--- src/rtl/uart_cmd_pkg.sv ---
package uart_cmd_pkg;
  typedef enum logic [2:0] {
    MC_NONE   = 3'd0,
    MC_MRPTR  = 3'd1,
    MC_RXRST  = 3'd2,
    MC_TXRST  = 3'd3,
    MC_ERRCLR = 3'd4,
    MC_BRKCLR = 3'd5,
    MC_BRKGO  = 3'd6,
    MC_BRKEND = 3'd7
  } misc_cmd_e;

  typedef struct packed {
    logic      rx_on;
    logic      rx_off;
    logic      tx_on;
    logic      tx_off;
    misc_cmd_e misc;
  } cmd_s;

  typedef enum logic [2:0] {
    BK_IDLE,
    BK_WAIT,
    BK_DLY,
    BK_LOW,
    BK_END,
    BK_MARK
  } brk_state_e;

  localparam int NUM_STROBES = 5;
endpackage

--- src/rtl/uart_cmd_decode.sv ---
module uart_cmd_decode
  import uart_cmd_pkg::*;
(
  input  logic       we,
  input  logic [6:0] wdata,
  output cmd_s       cmd
);
  always_comb begin
    cmd.rx_on  = we & wdata[0];
    cmd.rx_off = we & wdata[1];
    cmd.tx_on  = we & wdata[2];
    cmd.tx_off = we & wdata[3];
    cmd.misc   = we ? misc_cmd_e'(wdata[6:4]) : MC_NONE;
  end
endmodule

--- src/rtl/uart_cmd_strobes.sv ---
module uart_cmd_strobes
  import uart_cmd_pkg::*;
#(
  parameter int NSTB = NUM_STROBES
) (
  input  logic            clk,
  input  logic            rst_n,
  input  misc_cmd_e       misc,
  output logic [NSTB-1:0] strobe
);
  for (genvar i = 0; i < NSTB; i++) begin : g_stb
    localparam logic [2:0] CODE = 3'(i + 1);
    always_ff @(posedge clk) begin
      if (!rst_n) strobe[i] <= 1'b0;
      else        strobe[i] <= (misc == CODE);
    end
  end
endmodule

--- src/rtl/uart_cmd_enables.sv ---
module uart_cmd_enables
  import uart_cmd_pkg::*;
(
  input  logic clk,
  input  logic rst_n,
  input  cmd_s cmd,
  input  logic tx_shifting,
  input  logic thr_loaded,
  output logic rx_enable,
  output logic tx_enable,
  output logic tx_running,
  output logic rx_hunt_pulse,
  output logic tx_rdy_set_pulse,
  output logic tx_stat_clr_pulse
);
  logic rx_q, tx_q, drain_q;
  logic rx_n, tx_n, drain_n;
  logic tx_busy;

  assign tx_busy = tx_shifting | thr_loaded;

  always_comb begin
    rx_n = rx_q;
    if (cmd.misc == MC_RXRST) rx_n = 1'b0;
    if (cmd.rx_on)            rx_n = 1'b1;
    if (cmd.rx_off)           rx_n = 1'b0;

    tx_n = tx_q;
    if (cmd.misc == MC_TXRST) tx_n = 1'b0;
    if (cmd.tx_on)            tx_n = 1'b1;
    if (cmd.tx_off)           tx_n = 1'b0;

    if (cmd.misc == MC_TXRST || tx_n) drain_n = 1'b0;
    else if (cmd.tx_off)              drain_n = tx_busy;
    else if (drain_q)                 drain_n = tx_busy;
    else                              drain_n = 1'b0;
  end

  always_ff @(posedge clk) begin
    if (!rst_n) begin
      rx_q              <= 1'b0;
      tx_q              <= 1'b0;
      drain_q           <= 1'b0;
      rx_hunt_pulse     <= 1'b0;
      tx_rdy_set_pulse  <= 1'b0;
      tx_stat_clr_pulse <= 1'b0;
    end else begin
      rx_q              <= rx_n;
      tx_q              <= tx_n;
      drain_q           <= drain_n;
      rx_hunt_pulse     <= cmd.rx_on & ~cmd.rx_off;
      tx_rdy_set_pulse  <= cmd.tx_on & ~cmd.tx_off;
      tx_stat_clr_pulse <= cmd.tx_off;
    end
  end

  assign rx_enable  = rx_q;
  assign tx_enable  = tx_q;
  assign tx_running = tx_q | drain_q;
endmodule

--- src/rtl/uart_brk_seq.sv ---
module uart_brk_seq
  import uart_cmd_pkg::*;
#(
  parameter int START_TICKS = 2,
  parameter int MARK_TICKS  = 1
) (
  input  logic clk,
  input  logic rst_n,
  input  logic start_req,
  input  logic stop_req,
  input  logic kill_req,
  input  logic tx_en_q,
  input  logic bit_tick,
  input  logic tx_shifting,
  input  logic thr_loaded,
  output logic tx_hold_off,
  output logic tx_line_low
);
  localparam int MAXT  = (START_TICKS > MARK_TICKS) ? START_TICKS : MARK_TICKS;
  localparam int CNT_W = $clog2(MAXT + 1);
  localparam logic [CNT_W-1:0] START_LAST = CNT_W'(START_TICKS - 1);
  localparam logic [CNT_W-1:0] MARK_LAST  = CNT_W'(MARK_TICKS - 1);

  brk_state_e st_q, st_n;
  logic [CNT_W-1:0] cnt_q, cnt_n;
  logic busy;

  assign busy = tx_shifting | thr_loaded;

  always_comb begin
    st_n  = st_q;
    cnt_n = cnt_q;
    if (kill_req) begin
      st_n  = BK_IDLE;
      cnt_n = '0;
    end else begin
      unique case (st_q)
        BK_IDLE: if (start_req && tx_en_q) begin
          st_n  = busy ? BK_WAIT : BK_DLY;
          cnt_n = '0;
        end
        BK_WAIT: begin
          if (stop_req)   st_n = BK_IDLE;
          else if (!busy) st_n = BK_LOW;
        end
        BK_DLY: begin
          if (stop_req) st_n = BK_IDLE;
          else if (bit_tick) begin
            if (cnt_q == START_LAST) begin
              st_n  = BK_LOW;
              cnt_n = '0;
            end else begin
              cnt_n = cnt_q + 1'b1;
            end
          end
        end
        BK_LOW: if (stop_req) st_n = BK_END;
        BK_END: if (bit_tick) begin
          st_n  = BK_MARK;
          cnt_n = '0;
        end
        BK_MARK: if (bit_tick) begin
          if (cnt_q == MARK_LAST) st_n = BK_IDLE;
          else                    cnt_n = cnt_q + 1'b1;
        end
        default: st_n = BK_IDLE;
      endcase
    end
  end

  always_ff @(posedge clk) begin
    if (!rst_n) begin
      st_q  <= BK_IDLE;
      cnt_q <= '0;
    end else begin
      st_q  <= st_n;
      cnt_q <= cnt_n;
    end
  end

  assign tx_line_low = (st_q == BK_LOW) || (st_q == BK_END);
  assign tx_hold_off = (st_q == BK_DLY) || tx_line_low || (st_q == BK_MARK);
endmodule

--- src/rtl/uart_cmd_ctrl.sv ---
module uart_cmd_ctrl
  import uart_cmd_pkg::*;
#(
  parameter int START_TICKS = 2,
  parameter int MARK_TICKS  = 1
) (
  input  logic       clk,
  input  logic       rst_n,
  input  logic       cmd_we,
  input  logic [7:0] cmd_wdata,
  input  logic       bit_tick,
  input  logic       tx_shifting,
  input  logic       thr_loaded,
  output logic       rx_enable,
  output logic       tx_enable,
  output logic       tx_running,
  output logic       rx_hunt_pulse,
  output logic       tx_rdy_set_pulse,
  output logic       tx_stat_clr_pulse,
  output logic       mr_ptr_rst_pulse,
  output logic       rx_reset_pulse,
  output logic       tx_reset_pulse,
  output logic       err_clr_pulse,
  output logic       brk_chg_clr_pulse,
  output logic       tx_hold_off,
  output logic       tx_line_low
);
  cmd_s cmd;
  logic [NUM_STROBES-1:0] stb;

  uart_cmd_decode u_dec (
    .we    (cmd_we),
    .wdata (cmd_wdata[6:0]),
    .cmd   (cmd)
  );

  uart_cmd_strobes #(.NSTB(NUM_STROBES)) u_stb (
    .clk    (clk),
    .rst_n  (rst_n),
    .misc   (cmd.misc),
    .strobe (stb)
  );

  uart_cmd_enables u_en (
    .clk               (clk),
    .rst_n             (rst_n),
    .cmd               (cmd),
    .tx_shifting       (tx_shifting),
    .thr_loaded        (thr_loaded),
    .rx_enable         (rx_enable),
    .tx_enable         (tx_enable),
    .tx_running        (tx_running),
    .rx_hunt_pulse     (rx_hunt_pulse),
    .tx_rdy_set_pulse  (tx_rdy_set_pulse),
    .tx_stat_clr_pulse (tx_stat_clr_pulse)
  );

  uart_brk_seq #(.START_TICKS(START_TICKS), .MARK_TICKS(MARK_TICKS)) u_brk (
    .clk         (clk),
    .rst_n       (rst_n),
    .start_req   (cmd.misc == MC_BRKGO),
    .stop_req    (cmd.misc == MC_BRKEND),
    .kill_req    (cmd.misc == MC_TXRST),
    .tx_en_q     (tx_enable),
    .bit_tick    (bit_tick),
    .tx_shifting (tx_shifting),
    .thr_loaded  (thr_loaded),
    .tx_hold_off (tx_hold_off),
    .tx_line_low (tx_line_low)
  );

  assign mr_ptr_rst_pulse  = stb[0];
  assign rx_reset_pulse    = stb[1];
  assign tx_reset_pulse    = stb[2];
  assign err_clr_pulse     = stb[3];
  assign brk_chg_clr_pulse = stb[4];
endmodule

--- config.mk ---
export PLATFORM = sky130hd
export DESIGN_NAME = uart_cmd_ctrl
export DESIGN_NICKNAME = d
export VERILOG_FILES = /design/src/rtl/uart_cmd_pkg.sv /design/src/rtl/uart_cmd_decode.sv /design/src/rtl/uart_cmd_strobes.sv /design/src/rtl/uart_cmd_enables.sv /design/src/rtl/uart_brk_seq.sv /design/src/rtl/uart_cmd_ctrl.sv
export SDC_FILE = /design/constraint.sdc
export NUM_CORES = 1
export LEC_CHECK = 0
export BUFFER_PORTS_ARGS = -buffer_cell sky130_fd_sc_hd__buf_4
export CELL_PAD_IN_SITES_DETAIL_PLACEMENT = 1
export CELL_PAD_IN_SITES_GLOBAL_PLACEMENT = 2
export CORE_ASPECT_RATIO = 1.5
export CORE_MARGIN = 3
export CORE_UTILIZATION = 26
export CTS_BUF_LIST = sky130_fd_sc_hd__clkbuf_16
export DETAILED_ROUTE_END_ITERATION = 12
export GPL_TIMING_DRIVEN = 0
export HOLD_SLACK_MARGIN = 0.03
export PLACE_DENSITY = 0.76
export SLEW_MARGIN = 20
export SYNTH_ARGS = -nofsm -noshare
export SYNTH_HDL_FRONTEND = slang
export SYNTH_HIERARCHICAL = 1
export SYNTH_SLANG_ARGS = --single-unit
export TNS_END_PERCENT = 20
--- constraint.sdc ---
create_clock -name clk -period 1.8 [get_ports clk]
set_input_delay 0.45 -clock clk [delete_from_list [all_inputs] [get_ports clk]]
set_output_delay 0.45 -clock clk [all_outputs]
set_load 0.02 [all_outputs]
==> results of run 1 <==
[path summary, 6_finish.rpt]
path / end / slack, ps
worst max-delay path: u_brk/cnt_q[1] / 50
worst min-delay path: u_brk/cnt_q[1] / 480
worst max register to register: u_brk/st_q[0] / 330
worst min register to register: u_brk/cnt_q[1] / 480
[registers in the layout, summed over array words and instances, names as in the netlist]
register                count
u_en/rx_enable              1
u_brk/cnt_q                 2
u_en/drain_q                1
u_en/rx_hunt_pulse          1
u_en/tx_enable              1
u_stb/strobe                5
u_en/tx_stat_clr_pulse      1
u_en/tx_rdy_set_pulse       1
u_brk/st_q                  3
[cells by family (layout without fill, tap and decap cells)]
family | count (synthesis) | after routing | share of synthesized area [%]
multiplexers | 3 | 3 | 3.22
AO/OA/AOI/OAI | 22 | 22 | 16.4
AND/OR/NAND/NOR | 50 | 50 | 38.0
flip-flops | 16 | 16 | 34.4
buffers and inverters | 7 | 36 | 4.03
adder cells (fa/ha/maj) | 3 | 3 | 4.03
[synth_stat cells (2+ instances only)]
library cell / count / area [um2]
a211oi_1: 2 / 15.0
nor2b_1: 6 / 37.5
o21ai_0: 5 / 25.0
inv_1: 3 / 11.3
or2_1: 2 / 12.5
nor4b_1: 3 / 26.3
nand2b_1: 3 / 18.8
mux2i_1: 3 / 30.0
nor2_1: 3 / 11.3
and4b_2: 2 / 22.5
a21oi_1: 5 / 25.0
ha_1: 3 / 37.5
nand2_1: 4 / 15.0
dfxtp_1: 16 / 320
and4bb_1: 2 / 25.0
and3b_1: 5 / 43.8
and2_1: 9 / 56.3
o21bai_1: 3 / 22.5
[through the flow]
| stage | instance area [um2] | total power, uW | std cells |
|---|---|---|---|
| floorplan | 938 | 774 | 101 |
| global placement | 1180 | 914 | 168 |
| detailed placement | 1180 | 921 | 168 |
| CTS | 1260 | 1380 | 172 |
| global route | 1270 | 1460 | 172 |
| finish | 1270 | 1370 | 172 |
[power by group]
part | total [uW] | internal [uW] | switching (uW)
Clock | 441 | 295 | 146
Sequential | 414 | 389 | 25.0
Combinational | 514 | 239 | 274
[what timing repair did]
action / in CTS / in global routing
resized for setup: 4 / 5
endpoints found under the setup margin: 4 / 4
pin swaps: 0 / 3
[metal layers]
metal | global-route usage, % | up-vias | wire length [um]
li1 | - | 425 | -
met1 | 12.4 | 415 | 933
met2 | 23.3 | 25 | 1280
met3 | 3.19 | 5 | 145
met4 | 6.57 | 0 | 59
met5 | 0 | - | 0
[placed cells by master, fill, tap and decap left out, types with 4 or more instances in the layout]
cell type   n
a21oi_1     4
and2_1      6
and3b_1     5
nand2_1     4
dfxtp_1    15
o21ai_0     5
nor2b_1     6
buf_4      25
[worst max-delay path, cell delays in order]
cell and delay (ps):
buf_4 130, and2_4 160, and3_4 200, or3b_2 450, a21oi_2 120, o21a_1 210
mux2i_1 190
[final cells by class]
| cell class | instances | area share, % |
|---|---|---|
| multi-input cells | 78 | 46.4 |
| flip-flops and latches | 16 | 25.3 |
| repair buffers | 25 | 14.8 |
| clock buffers | 3 | 5.91 |
| well taps | 42 | 4.13 |
| plain buffers | 3 | 1.87 |
| inverters | 4 | 1.38 |
| clock inverters | 1 | 0.295 |
==> run metrics, run 1 <==
Highest Clock Rate 573 MHz; MaxCap Viol Count 0; routed vias/inst 5.06; critical path fanouts, max 10; Power Density 1080 mW/mm2; overall fraction of global-route tracks in use 12.8%; DR DRC count 0; sequential share of the synthesized area 34.4%; ys flop type dfxtp_1; Antenna diodes 0; Worst-path clk slew 50 ps; WL/cell 14.1 um; synthesized area 932 um2; setup ws final 53.8 ps; GPL Wtd Cong 0.827; IO Pins 27; worst hold path cell count 2; CTS max path bufs 2; Post-CTS Hold Buffers 0; Req. time, crit path 1980 ps; row count 26; syn_area_per_cell 9.23 um2; total CTS buffers 3; layout cells sized above 1 33.1%; outcome complete, no violations; Synthesis Warnings 6; Hold Path Origin u_brk/cnt_q[1]; EDFF count, synth 0; Clock Sink Count 16; final net count 148; setup slack at placement -294 ps; worst relative slew slack 82.2%; RSZ-0062 raised after global routing false; Synth Net Count 118; critical path capture point type flip-flop; die width 54.9 um; CP arrival 1930 ps; worst vdd ir 0.640 mV; die height 79.3 um; Fill cells 414; CP startpoint cmd_we; hold_ws 484 ps; initial antenna violation count 0; multi-input logic area 589 um2; Lkg Pwr 0.000547 uW; Reg-to-Reg Start u_brk/cnt_q[1]; setup bufs post-CTS 0; Sequential Area 322 um2; first-pass GRT wire length 4.08 mm; die area 0.00435 mm2; Clk Latency, worst-skew pair 250 ps; Post-Synthesis Cells 101; H-Tree Depth 1; crit start category primary input; Async S/R FF share, synth 0%; DPL Wire Length 1.87 mm; Syn-to-layout area delta 36.4%; ANT nets after route 0; setup violators final 0; setup_tns 0 ps; CTS tree yes; Hold Fails Final Rpt 0; Detailed Route WL 2.42 mm; Yosys cell types 40; total congestion overflow 0; largest net degree at the start of global routing 14; Core Area 0.00342 mm2; Final Util 37.2%; worst slew pin tran 263 ps; kind of critical path in2reg; IO buf count 25; DR pass1 iterations 3; Hold Crit Class reg2reg; CTS Root Cell clkbuf_16; clock skew 2.62 ps; crit path time final 1750 ps; initial core utilization 27.3%; vias in the first global route 937; DRT iter0 DRCs 4; Via Count 870; fin. max-slew vios 0; Synth Register Bits 16; final cycle utilization of the critical path 97.0%; r2r worst-path depth 5
Power figures use the tool's default switching activity.
==> run 2: changes to the inputs <==
Settings changed: RECOVER_POWER set to 25, TNS_END_PERCENT 20 to 10.
==> run metrics, run 2 (same netlist as run 1, synthesis figures left out) <==
outcome complete, no violations; crit path buf inv count 1; CTS Root Cell clkbuf_16; IO buf count 25; die height 79.3 um; worst relative slew slack 82.2%; worst hold path cell count 2; initial antenna violation count 0; Slowest cell on crit path or3b_2; Detailed Route WL 2.42 mm; Syn-to-layout area delta 36.4%; Largest regs u_stb/strobe (5), u_brk/st_q (3), u_brk/cnt_q (2); Antenna diodes 0; DRT iter0 DRCs 4; setup bufs post-CTS 0; CP arrival 1930 ps; overall fraction of global-route tracks in use 12.8%; Inst Count DP 168; R2R Setup Slk 330 ps; Clk Latency, worst-skew pair 250 ps; Reg-to-Reg Start u_brk/cnt_q[1]; Hold Fails Final Rpt 0; FF-to-FF End u_brk/st_q[0]; worst vdd ir 0.640 mV; DPL Wire Length 1.87 mm; Via Count 867; Power Density 1080 mW/mm2; setup violators final 0; fin. max-slew vios 0; Tot Pwr 1370 uW; row count 26; ANT nets after route 0; Largest Register u_stb/strobe; MaxCap Viol Count 0; Highest Clock Rate 573 MHz; worst hold endpoint u_brk/cnt_q[1]; DR DRC count 0; setup slack at placement -294 ps; worst slew pin tran 263 ps; total CTS buffers 3; first-pass GRT wire length 4.08 mm; clock skew 2.65 ps; most frequent cells in the layout 25 x buf_4, 15 x dfxtp_1, 6 x nor2b_1; GPL Wtd Cong 0.827; layout cells sized above 1 33.1%; r2r worst-path depth 5; initial core utilization 27.3%; WL/cell 14.1 um; Top delay family on crit path simple AND/OR/NAND/NOR gates; crit path time final 1750 ps; Req. time, crit path 1980 ps; IO Pins 27; CP Cell Sequence buf_4 > and2_4 > and3_4 > or3b_2 > a21oi_2 > o21a_1 > mux2i_1; Final Util 37.2%; final net count 148; largest net degree at the start of global routing 14; Largest register FFs 5; crit start category primary input; DR pass1 iterations 3; critical path fanouts, max 10; RSZ-0062 raised after global routing false; most common cell after layout, fill and taps aside buf_4; Lkg Pwr 0.000545 uW; max incr delay on CP 450 ps; H-Tree Depth 1; Hold Crit Class reg2reg; die width 54.9 um; Hold Path Origin u_brk/cnt_q[1]; setup ws final 53.4 ps; vias in the first global route 937; critical path capture point type flip-flop; kind of critical path in2reg; final cycle utilization of the critical path 97.0%; total congestion overflow 0; Core Area 0.00342 mm2; CTS max path bufs 2; Worst-path clk slew 50 ps; die area 0.00435 mm2; CTS tree yes; Clock Sink Count 16; final std cells w/o fill 172; hold_ws 484 ps; routed vias/inst 5.04
==> run 2: final cells by class <==
cell class	count	area (um2)
Fill cell	414	2140
Multi-Input combinational cell	78	589
Sequential cell	16	322
Timing Repair Buffer	25	188
Clock buffer	3	75.1
Tap cell	42	52.6
Buffer	3	23.8
Inverter	4	17.5
Clock inverter	1	3.75
==> run 2: metrics by stage <==
step                TNS [ps]  instance area (um2)
floorplan                  0                  938
global placement        -982                 1180
detailed placement     -1080                 1180
CTS                        0                 1260
global route               0                 1270
finish                     0                 1270
==> run 2: report_power, final <==
| part | switching, uW | internal [uW] |
|---|---|---|
| sequential | 25.0 | 389 |
| clock | 146 | 295 |
| combinational | 274 | 239 |
| total | 445 | 923 |
==> run 2: repair_timing <==
action / in CTS / in global routing
pin swaps: 0 / 3
cloned: 0 / 0
resized for setup: 4 / 5
hold buffers: 0 / 0
endpoints found under the setup margin: 4 / 4
==> run 2: tightest hold or removal path: stages (launching register included) <==
cell and delay [ps]:
dfxtp_1 320, nand2_1 60, mux2i_1 60
==> run 2: worst max path at each step <==
stage | end | slack [ps] | from | depth (start not counted)
after detailed placement | u_brk/cnt_q[1] | -290 | cmd_we | 7
final | u_brk/cnt_q[1] | 50 | cmd_we | 7
after global routing | u_brk/cnt_q[1] | 4 | cmd_we | 7
after floorplan | u_brk/cnt_q[1] | 0.7 | cmd_wdata[5] | 6
after CTS | u_brk/cnt_q[1] | 2 | cmd_we | 7
after global placement | u_brk/cnt_q[1] | -260 | cmd_we | 7
==> run 2: per-layer routing <==
layer | share of wire (%) | global-route usage, %
met4 | 2.4 | 6.57
met3 | 5.8 | 3.19
met1 | 39 | 12.4
met5 | 0 | 0
met2 | 53 | 23.3
==> run 3: changes to the inputs <==
Settings changed: CORE_ASPECT_RATIO 1.5 to 1.2.
==> run metrics, run 3 (same netlist as run 1, synthesis figures left out) <==
Detailed Route WL 2.57 mm; Power Density 1060 mW/mm2; fin. max-slew vios 0; kind of critical path reg2out; first-pass GRT wire length 4.27 mm; Worst-path clk slew 50 ps; RSZ-0062 raised after global routing false; Via Count 880; total congestion overflow 0; DR DRC count 0; most common cell after layout, fill and taps aside buf_4; Largest Register u_stb/strobe; worst slew pin tran 353 ps; CTS tree yes; layout cells sized above 1 33.6%; DRT iter0 DRCs 13; crit start category flip-flop; Highest Clock Rate 583 MHz; DPL Wire Length 1.89 mm; crit path time final 1720 ps; routed vias/inst 5.15; die width 60.7 um; Lkg Pwr 0.000563 uW; final std cells w/o fill 171; Hold Crit Class reg2reg; setup violators final 0; Clk Latency, worst-skew pair 240 ps; final cycle utilization of the critical path 95.4%; Inst Count DP 163; ANT nets after route 0; die height 71.6 um; CP arrival 1270 ps; clock skew 2.23 ps; Largest regs u_stb/strobe (5), u_brk/st_q (3), u_brk/cnt_q (2); largest net degree at the start of global routing 14; critical path fanouts, max 10; setup_tns 0 ps; final net count 152; outcome complete, no violations; die area 0.00434 mm2; MaxCap Viol Count 0; row count 23; most frequent cells in the layout 28 x buf_4, 16 x dfxtp_1, 6 x nor2b_1; GPL Wtd Cong 0.729; Slowest cell on crit path dfxtp_1; worst relative slew slack 76.4%; Hold Fails Final Rpt 0; crit path buf inv count 2; Tot Pwr 1370 uW; CTS max path bufs 2; H-Tree Depth 1; Largest register FFs 5; Top delay family on crit path flip-flops; Core Area 0.00340 mm2; WL/cell 15.0 um; IO Pins 27; DR pass1 iterations 3; CP Cell Sequence clkbuf_4 > nand2b_1 > mux2i_1 > buf_4; overall fraction of global-route tracks in use 12.7%; IO buf count 25; CTS Root Cell clkbuf_16; vias in the first global route 879; max incr delay on CP 420 ps; initial core utilization 27.5%; Syn-to-layout area delta 38.7%; critical path capture point type output pin; Clock Sink Count 16; worst vdd ir 0.363 mV; Antenna diodes 0; initial antenna violation count 0; total CTS buffers 3; Req. time, crit path 1350 ps
[run 3: final timing paths]
kind	end	cells past startpoint	slack, ps	start
worst max-delay path	tx_line_low	4	80	u_brk/st_q[1]
worst min-delay path	u_brk/cnt_q[1]	2	490	u_brk/cnt_q[1]
worst max register to register	u_brk/st_q[0]	5	290	u_brk/cnt_q[1]
worst min register to register	u_brk/cnt_q[1]	2	490	u_brk/cnt_q[1]
[run 3: layer usage]
metal  track usage [%]  vias to the layer above  wire [um]
li1                  -                      435          -
met1              15.6                      424       1110
met2              21.9                       19       1330
met3              2.16                        2        118
met4              4.34                        0         13
met5                 0                        -          0
[run 3: stage by stage]
step	area, um2	util, %	worst slack [ps]	hold WS, ps
2_1_floorplan	938	-	0.661	451
4_1_cts	1260	37.1	15.1	503
3_5_place_dp	1170	34.5	-340	498
5_1_grt	1290	38.1	9.81	540
3_3_place_gp	1170	34.5	-260	467
6_report	1290	38.1	83.6	493
[run 3: power breakdown]
| group | leakage (uW) | switching, uW | internal [uW] |
|---|---|---|---|
| logic | 0.000394 | 284 | 242 |
| clock network | 0.0000385 | 140 | 295 |
| registers | 0.000130 | 25.3 | 388 |
| total | 0.000563 | 449 | 924 |
[run 3: cell type report]
class,instances,area [um2]
fillers,416,2100
multi-input cells,78,592
flip-flops and latches,16,320
repair buffers,29,214
clock buffers,3,75.1
well taps,37,46.3
plain buffers,3,23.8
inverters,4,17.5
clock inverters,1,3.75
[run 3: timing repair]
| action | in CTS | in global routing |
|---|---|---|
| hold buffers | 0 | 0 |
| gates resized for setup | 6 | 3 |
| endpoints found under the setup margin | 6 | 4 |
| pin swaps | 2 | 5 |
| setup buffers | 0 | 4 |
[run 3: worst register-to-register path: cells and delay by family, from the launching register on]
kind	cells	cell delay (ps)
DFF	1	350
and+or+nand+nor	1	190
adders and majority gates	1	200
AOI/OAI and AO/OA	2	590
buffers and inverters	1	70
